==> config.mk <==
export PLATFORM = sky130hd
export DESIGN_NAME = cla_adder16
export DESIGN_NICKNAME = d
export VERILOG_FILES = /design/src/rtl/cla_pkg.sv /design/src/rtl/cla_group.sv /design/src/rtl/cla_lookahead.sv /design/src/rtl/cla_adder16.sv
export SDC_FILE = /design/constraint.sdc
export NUM_CORES = 1
export LEC_CHECK = 0
export BUFFER_PORTS_ARGS = -buffer_cell sky130_fd_sc_hd__buf_2
export CORE_MARGIN = 2
export CORE_UTILIZATION = 46
export DETAILED_ROUTE_END_ITERATION = 16
export PLACE_DENSITY = 0.84
export SETUP_SLACK_MARGIN = 0.4
export SLEW_MARGIN = 20
export SYNTH_ARGS = -nofsm -noshare
export SYNTH_HDL_FRONTEND = slang
export SYNTH_SLANG_ARGS = --single-unit
==> constraint.sdc <==
create_clock -name vclk -period 1.7
set_input_delay 0.085 -clock vclk [all_inputs]
set_output_delay 0.085 -clock vclk [all_outputs]
set_load 0.005 [all_outputs]
==> src/rtl/cla_pkg.sv <==
package cla_pkg;
    localparam int unsigned CLA_GROUP_W    = 4;
    localparam int unsigned CLA_NUM_GROUPS = 4;
    localparam int unsigned CLA_WIDTH      = CLA_GROUP_W * CLA_NUM_GROUPS;

    typedef struct packed {
        logic gen;
        logic prop;
    } gp_pair_t;
endpackage

==> src/rtl/cla_group.sv <==
module cla_group #(
    parameter int unsigned W = cla_pkg::CLA_GROUP_W
) (
    input  logic [W-1:0] a_i,
    input  logic [W-1:0] b_i,
    input  logic         c_in,
    output logic [W-1:0] sum_o,
    output logic         gen_o,
    output logic         prop_o,
    output logic         carry_o
);
    typedef struct packed {
        logic [W-1:0] g;
        logic [W-1:0] p;
        logic         grp_gen;
        logic         grp_prop;
    } gp_state_t;

    typedef struct packed {
        logic [W:0]   c;
        logic [W-1:0] s;
    } carry_state_t;

    gp_state_t    gp_d;
    carry_state_t cs_d;

    // Bit and slice generate/propagate: operands only.
    always_comb begin
        logic prod;
        gp_d.g        = a_i & b_i;
        gp_d.p        = a_i | b_i;
        gp_d.grp_gen  = 1'b0;
        gp_d.grp_prop = 1'b1;
        for (int j = 0; j < int'(W); j++) begin
            prod = gp_d.g[j];
            for (int k = j + 1; k < int'(W); k++) begin
                prod = prod & gp_d.p[k];
            end
            gp_d.grp_gen  = gp_d.grp_gen | prod;
            gp_d.grp_prop = gp_d.grp_prop & gp_d.p[j];
        end
    end

    // Internal carries, each fully expanded in g, p and c_in.
    always_comb begin
        logic prod;
        logic acc;
        cs_d.c[0] = c_in;
        for (int i = 0; i < int'(W); i++) begin
            acc = 1'b0;
            for (int j = 0; j <= i; j++) begin
                prod = gp_d.g[j];
                for (int k = j + 1; k <= i; k++) begin
                    prod = prod & gp_d.p[k];
                end
                acc = acc | prod;
            end
            prod = c_in;
            for (int k = 0; k <= i; k++) begin
                prod = prod & gp_d.p[k];
            end
            cs_d.c[i+1] = acc | prod;
        end
        cs_d.s = a_i ^ b_i ^ cs_d.c[W-1:0];
        // expanded bit-level carry out agrees with slice generate/propagate
        assert_group_carry_R3: assert (cs_d.c[W] == (gp_d.grp_gen | (gp_d.grp_prop & c_in)))
            else $error("slice carry disagrees with slice generate/propagate");
    end

    assign sum_o   = cs_d.s;
    assign gen_o   = gp_d.grp_gen;
    assign prop_o  = gp_d.grp_prop;
    assign carry_o = cs_d.c[W];
endmodule

==> src/rtl/cla_lookahead.sv <==
module cla_lookahead #(
    parameter int unsigned N = cla_pkg::CLA_NUM_GROUPS
) (
    input  cla_pkg::gp_pair_t [N-1:0] gp_i,
    input  logic                      c0_i,
    output logic [N:0]                carry_o
);
    typedef struct packed {
        logic [N:0] c;
        logic [N:0] rip;
    } la_state_t;

    la_state_t la_d;

    always_comb begin
        logic prod;
        logic acc;
        la_d.c[0]   = c0_i;
        la_d.rip[0] = c0_i;
        for (int i = 0; i < int'(N); i++) begin
            acc = 1'b0;
            for (int j = 0; j <= i; j++) begin
                prod = gp_i[j].gen;
                for (int k = j + 1; k <= i; k++) begin
                    prod = prod & gp_i[k].prop;
                end
                acc = acc | prod;
            end
            prod = c0_i;
            for (int k = 0; k <= i; k++) begin
                prod = prod & gp_i[k].prop;
            end
            la_d.c[i+1]   = acc | prod;
            la_d.rip[i+1] = gp_i[i].gen | (gp_i[i].prop & la_d.rip[i]);
        end
        // flat lookahead carries agree with a slice-to-slice ripple
        assert_lookahead_ripple_R5: assert (la_d.c == la_d.rip)
            else $error("lookahead carries differ from ripple form");
    end

    assign carry_o = la_d.c;
endmodule

==> src/rtl/cla_adder16.sv <==
module cla_adder16 #(
    parameter int unsigned GROUP_W    = cla_pkg::CLA_GROUP_W,
    parameter int unsigned NUM_GROUPS = cla_pkg::CLA_NUM_GROUPS,
    localparam int unsigned WIDTH     = GROUP_W * NUM_GROUPS
) (
    input  logic [WIDTH-1:0] a_i,
    input  logic [WIDTH-1:0] b_i,
    input  logic             cin_i,
    output logic [WIDTH-1:0] sum_o,
    output logic             cout_o
);
    cla_pkg::gp_pair_t [NUM_GROUPS-1:0] grp_gp;
    logic [NUM_GROUPS:0]                grp_carry;
    logic [NUM_GROUPS-1:0]              grp_cout;

    for (genvar gi = 0; gi < int'(NUM_GROUPS); gi++) begin : g_slice
        logic g_gen;
        logic g_prop;
        cla_group #(.W(GROUP_W)) u_group (
            .a_i    (a_i[gi*GROUP_W +: GROUP_W]),
            .b_i    (b_i[gi*GROUP_W +: GROUP_W]),
            .c_in   (grp_carry[gi]),
            .sum_o  (sum_o[gi*GROUP_W +: GROUP_W]),
            .gen_o  (g_gen),
            .prop_o (g_prop),
            .carry_o(grp_cout[gi])
        );
        assign grp_gp[gi].gen  = g_gen;
        assign grp_gp[gi].prop = g_prop;
    end

    cla_lookahead #(.N(NUM_GROUPS)) u_lookahead (
        .gp_i   (grp_gp),
        .c0_i   (cin_i),
        .carry_o(grp_carry)
    );

    assign cout_o = grp_carry[NUM_GROUPS];

    always_comb begin
        logic [WIDTH:0] ref_total;
        ref_total = {1'b0, a_i} + {1'b0, b_i} + {{WIDTH{1'b0}}, cin_i};
        // sum and carry-out are the exact arithmetic result
        assert_sum_exact_R1: assert ({cout_o, sum_o} == ref_total)
            else $error("adder output differs from a + b + cin");
        // top-level carry-out equals the top slice's own carry
        assert_cout_top_R6: assert (cout_o == grp_cout[NUM_GROUPS-1])
            else $error("carry-out differs from top slice carry");
    end
endmodule

Word-level counts from Yosys, hierarchy flattened
Index checks and enable logic that the tools add are counted.
Widths: inputs -> output; s select.
{"block": "word_totals", "input_bits": 33, "regBits": 0, "wordCells": 120, "out_inout_bits": 17}
{"block": "op_classes", "bitwise": 120}
{"cell": "$and 1x1->1", "count": 58}
{"cell": "$or 1x1->1", "count": 46}
{"cell": "$xor 4x4->4", "count": 8}
{"cell": "$and 4x4->4", "count": 4}
{"cell": "$or 4x4->4", "count": 4}

Logic depth before layout (Yosys ltp)
{"block": "logic_depth", "ltp_word": 17, "ltp_mapped": 9, "ltp_nobuf": 9}

Cells and area by module
From an unflattened synthesis, not the netlist that was laid out.
{"block": "unflattened", "cells_unflattened": 133, "hier_area_um2": 1058.5}
{"module": "cla_group (g_slice[0].u_group ...)", "n_inst": 2, "cells_per_inst": 32, "area_per_inst_um2": 251.5, "seq_area_each_um2": 0.0}
{"module": "cla_group (g_slice[3].u_group)", "n_inst": 1, "cells_per_inst": 32, "area_per_inst_um2": 256.5, "seq_area_each_um2": 0.0}
{"module": "cla_group (g_slice[2].u_group)", "n_inst": 1, "cells_per_inst": 31, "area_per_inst_um2": 252.7, "seq_area_each_um2": 0.0}
{"module": "cla_lookahead", "n_inst": 1, "cells_per_inst": 6, "area_per_inst_um2": 46.3, "seq_area_each_um2": 0.0}

Worst setup path before layout
Ideal clock, no wire load.
{"block": "synth_timing", "path_kind": "input-to-output", "start": "in a_i[1]", "end": "out sum_o[13]", "setup_slack_ps": -143, "cell_stages": 8, "arrival_ps": 1758, "path_buffers": 0, "required_time_ps": 1615, "cell_sequence": "ha_1 > nor2_1 > a2111oi_4 > o31ai_4 > a311oi_2 > or2_1 > fa_1 > xor2_1"}
{"block": "synth_via", "elab_chain_len": 15, "word_cells_on_any_way": 24, "cone_classes": "bitwise: 24"}
{"element": "from (decl)", "line": "cla_adder16.sv:6", "text": "input logic [WIDTH-1:0] a_i,"}
{"element": "$or 4x4->4", "line": "cla_group.sv:31", "text": "gp_d.p = a_i | b_i;"}
{"element": "$and 1x1->1 (3 in series)", "line": "cla_group.sv:37", "text": "prod = prod & gp_d.p[k];"}
{"element": "$or 1x1->1 (3 in series)", "line": "cla_group.sv:39", "text": "gp_d.grp_gen = gp_d.grp_gen | prod;"}
{"element": "$and 1x1->1 (2 in series)", "line": "cla_lookahead.sv:25", "text": "prod = prod & gp_i[k].prop;"}
{"element": "$or 1x1->1 (2 in series)", "line": "cla_lookahead.sv:27", "text": "acc = acc | prod;"}
{"element": "$or 1x1->1 *", "line": "cla_lookahead.sv:33", "text": "la_d.c[i+1] = acc | prod;"}
{"element": "$and 1x1->1 *", "line": "cla_group.sv:60", "text": "prod = prod & gp_d.p[k];"}
{"element": "$or 1x1->1 *", "line": "cla_group.sv:62", "text": "cs_d.c[i+1] = acc | prod;"}
{"element": "$xor 4x4->4 *", "line": "cla_group.sv:64", "text": "cs_d.s = a_i ^ b_i ^ cs_d.c[W-1:0];"}
{"element": "to (decl)", "line": "cla_adder16.sv:9", "text": "output logic [WIDTH-1:0] sum_o,"}
Every way passes the cells marked *; elsewhere a longest branch is shown, timed or not.

Worst setup path in the final report
{"block": "layout_timing", "start": "in a_i[0]", "end": "out sum_o[13]"}
{"block": "layout_via", "elab_chain_len": 15, "word_cells_on_any_way": 22, "cone_classes": "bitwise: 22"}
{"element": "$and 4x4->4", "line": "cla_group.sv:30", "text": "gp_d.g = a_i & b_i;"}
{"element": "$and 1x1->1 (3 in series)", "line": "cla_group.sv:37"}
{"element": "$or 1x1->1 (3 in series)", "line": "cla_group.sv:39"}
{"element": "$and 1x1->1 (2 in series)", "line": "cla_lookahead.sv:25"}
{"element": "$or 1x1->1 (2 in series)", "line": "cla_lookahead.sv:27"}
{"element": "$or 1x1->1 *", "line": "cla_lookahead.sv:33"}
{"element": "$and 1x1->1 *", "line": "cla_group.sv:60"}
{"element": "$or 1x1->1 *", "line": "cla_group.sv:62"}
{"element": "$xor 4x4->4 *", "line": "cla_group.sv:64"}
Marks and branches as above.

==> metrics.md <==
| Metric | Value |
|---|---|
| Final Non-Filler Cells | between 200 and 250 |
| Reg area | 0 um2 |
| Area grow syn2layout | 72.2% |
| Die Span Y | around 53 um |
| Yosys Warn Count | 0 |
| Critical path class | primary input to output pin |
| Starting DRT DRC Count | 18 |
| Total global-route track usage | 25.1% |
| Mapped cell area | 0.00110 mm2 |
| Pre-antenna DRT Iters | 4 |
| I/O pin count | 50 |
| Slew Viols, Final | 0 |
| Die Width | roughly 53 um |
| Finish-stage setup viols | 14 |
| Post-Syn Nets | 204 |
| CP Max Fanout | 2 |
| Worst-Margin Slew | 355 ps |
| Slack of the critical path | -344 ps |
| Most common cell after layout, fill and taps aside | buf_2 |
| Number of global-route vias before repair | between 1000 and 1500 |
| Sw Ratio | 46.2% |
| Antenna diodes | 0 |
| Fin util | a little under nine tenths |
| Placed Instances | 234 |
| Largest net degree at the start of global routing | 5 |
| Final WL | 3530 um |
| RSZ-0062 raised after global routing | yes |
| IO Port Bufs | 50 |
| Core area | 0.00223 mm2 |
| Cell Pwr Density | 330 mW/mm2 |
| Critical path capture point type | output pin |
| Worst min path class | primary input to output pin |
| Final net count | 288 |
| Most frequent cells in the layout | 45 x buf_2, 37 x inv_1, 30 x buf_4 |
| # DRC | 0 |
| Seq cells | 0 |
| DR vias/cell | ~5 |
| Fmax | 489 MHz |
| Syn Inst Count | 135 |
| Seq/Total Area, Yosys | 0% |
| DPL Wire Length | roughly 2600 um |
| Post-DP Area | 0.00166 mm2 |
| Wire per inst | 14.4 um |
| Fraction of layout cells with a size suffix above 1 | 55.3% |
| Startpoint Class | primary input |
| Die area | 0.00281 mm2 |
| Worst Hold Depth | 3 |
| Failing checks | setup timing |
| Initial antenna violation count | 0 |
| Sw Pwr | 290 uW |
| WP data arrival | 1960 ps |
| Period utilization | 120% |
| Final Hold Viols | 0 |
| P_leak | 1.01 nW |
| Placer congestion estimate | around 0.80 |
| # fillers | 116 |
| Internal Pwr Total | 338 uW |
| First-pass GRT wire length | about 5400 um |
| Mapped Avg Cell Area | roughly 8.2 um2 |
| Tmin final | about 2000 ps |
| Worst slew margin | 76.3% |
| Status | finished, violations left |
| Final instance area | 0.00190 mm2 |
| Post-DRT Antenna Nets | 0 |
| Max Cap Viol | 0 |
| Vias | 1213 |
| # clk buffers | 0 |
| Power share of the clock group | 0% |
| Grt total ovfl | 0 |
| Core Rows | 17 |
| Place WS | -438 ps |
| Initial core utilization | 49.4% |
| Worst VDD drop | approximately 0.00025 V |
| Sequential Power Share | 0% |
| Synth unique cells | 30 |
| Worst hold start | b_i[12] |
| Worst EP required | between 1500 and 2000 ps |
| Comb pwr share | 100.0% |
| Hold EP | sum_o[12] |
## logic make-up (layout without fill, tap and decap cells)
| group | Yosys count | after routing | synth area share [%] |
|---|---|---|---|
| AO/OA/AOI/OAI | 26 | 26 | 21.8 |
| XOR/XNOR | 12 | 12 | 9.52 |
| adder cells (fa/ha/maj) | 36 | 36 | 43.5 |
| buffers and inverters | 41 | 123 | 13.9 |
| AND/OR/NAND/NOR | 20 | 20 | 11.2 |
## per-stage QoR
stage | hold WS, ps | setup TNS (ps) | power (mW)
6_report | 532 | -2700 | 0.628
5_1_grt | 563 | -3640 | 0.680
4_1_cts | 537 | -2380 | 0.580
3_5_place_dp | 537 | -2850 | 0.511
3_3_place_gp | 535 | -2140 | 0.484
2_1_floorplan | 319 | -23.4 | 0.285
## worst max path at each step
stage,from,cells after the start,endpoint
final,a_i[0],11,sum_o[13]
after global routing,a_i[5],11,sum_o[13]
after CTS,a_i[0],10,sum_o[12]
after detailed placement,a_i[0],10,sum_o[12]
after global placement,a_i[0],10,sum_o[12]
after floorplan,a_i[0],8,sum_o[12]
## layer usage
metal / wire length [um] / track usage (%) / part of all wire [%]
met1: 1330 / 25.3 / 38
met2: 1930 / 54.6 / 55
met3: 199 / 1.98 / 5.6
met4: 77 / 3.42 / 2.2
met5: 0 / 0 / 0
## power groups by stage
stage                     registers [mW]  clock network, mW  logic (mW)
after floorplan                        0                  0       0.285
after global placement                 0                  0       0.484
after detailed placement               0                  0       0.511
after CTS                              0                  0       0.580
after global routing                   0                  0       0.680
final                                  0                  0       0.628
## area by class of cell
type | instances | area, um2 | area share, %
tap | 28 | 35.0 | 1.84
multi-input combinational | 94 | 1140 | 59.8
timing repair buffer | 82 | 549 | 28.9
inverter | 41 | 179 | 9.41
## worst max-delay path, stage by stage
cell and delay (ps):
buf_12 110, buf_4 140, ha_4 170, nor2_4 130, a2111oi_4 100, o31ai_4 210, a311oi_2 130, or2_1 240
fa_1 380, xor2_1 140, buf_2 120
## repair_timing
item                                   4_1_cts  5_1_grt
hold buffers                                 0        0
setup endpoints to repair                   15       15
gates cloned                                 0        0
pin swaps                                   17       12
endpoints found under the hold margin        0        0
resized for setup                           30        5
buffers inserted                             5        6
## synthesized netlist by cell type
cell type   n  area share, %
fa_1        4            7.3
ha_1       32             36
nand2b_4    1            1.2
a311oi_2    1            1.4
nor3_1      1           0.45
a2111oi_4   1            2.5
o31ai_4     1            1.9
a211oi_1    2            1.4
or3_1       1           0.57
a41oi_1     1           0.79
a21oi_1     7            3.2
o31a_1      2            1.6
o41ai_2     1            1.5
nor2_1      6            2.0
nor2b_1     2            1.1
nand2_1     3            1.0
a21oi_2     2            1.6
a211o_1     1           0.79
nand2b_1    3            1.7
and3_1      1           0.57
o22a_1      1           0.79
or2_1       1           0.57
o21bai_1    3            2.0
a31oi_1     1           0.57
o21ai_0     1           0.45
inv_1      41             14
xor2_1      5            4.0
nor4_4      1            1.9
xnor2_1     7            5.6
a221oi_2    1            1.4
Power figures use the tool's default switching activity.
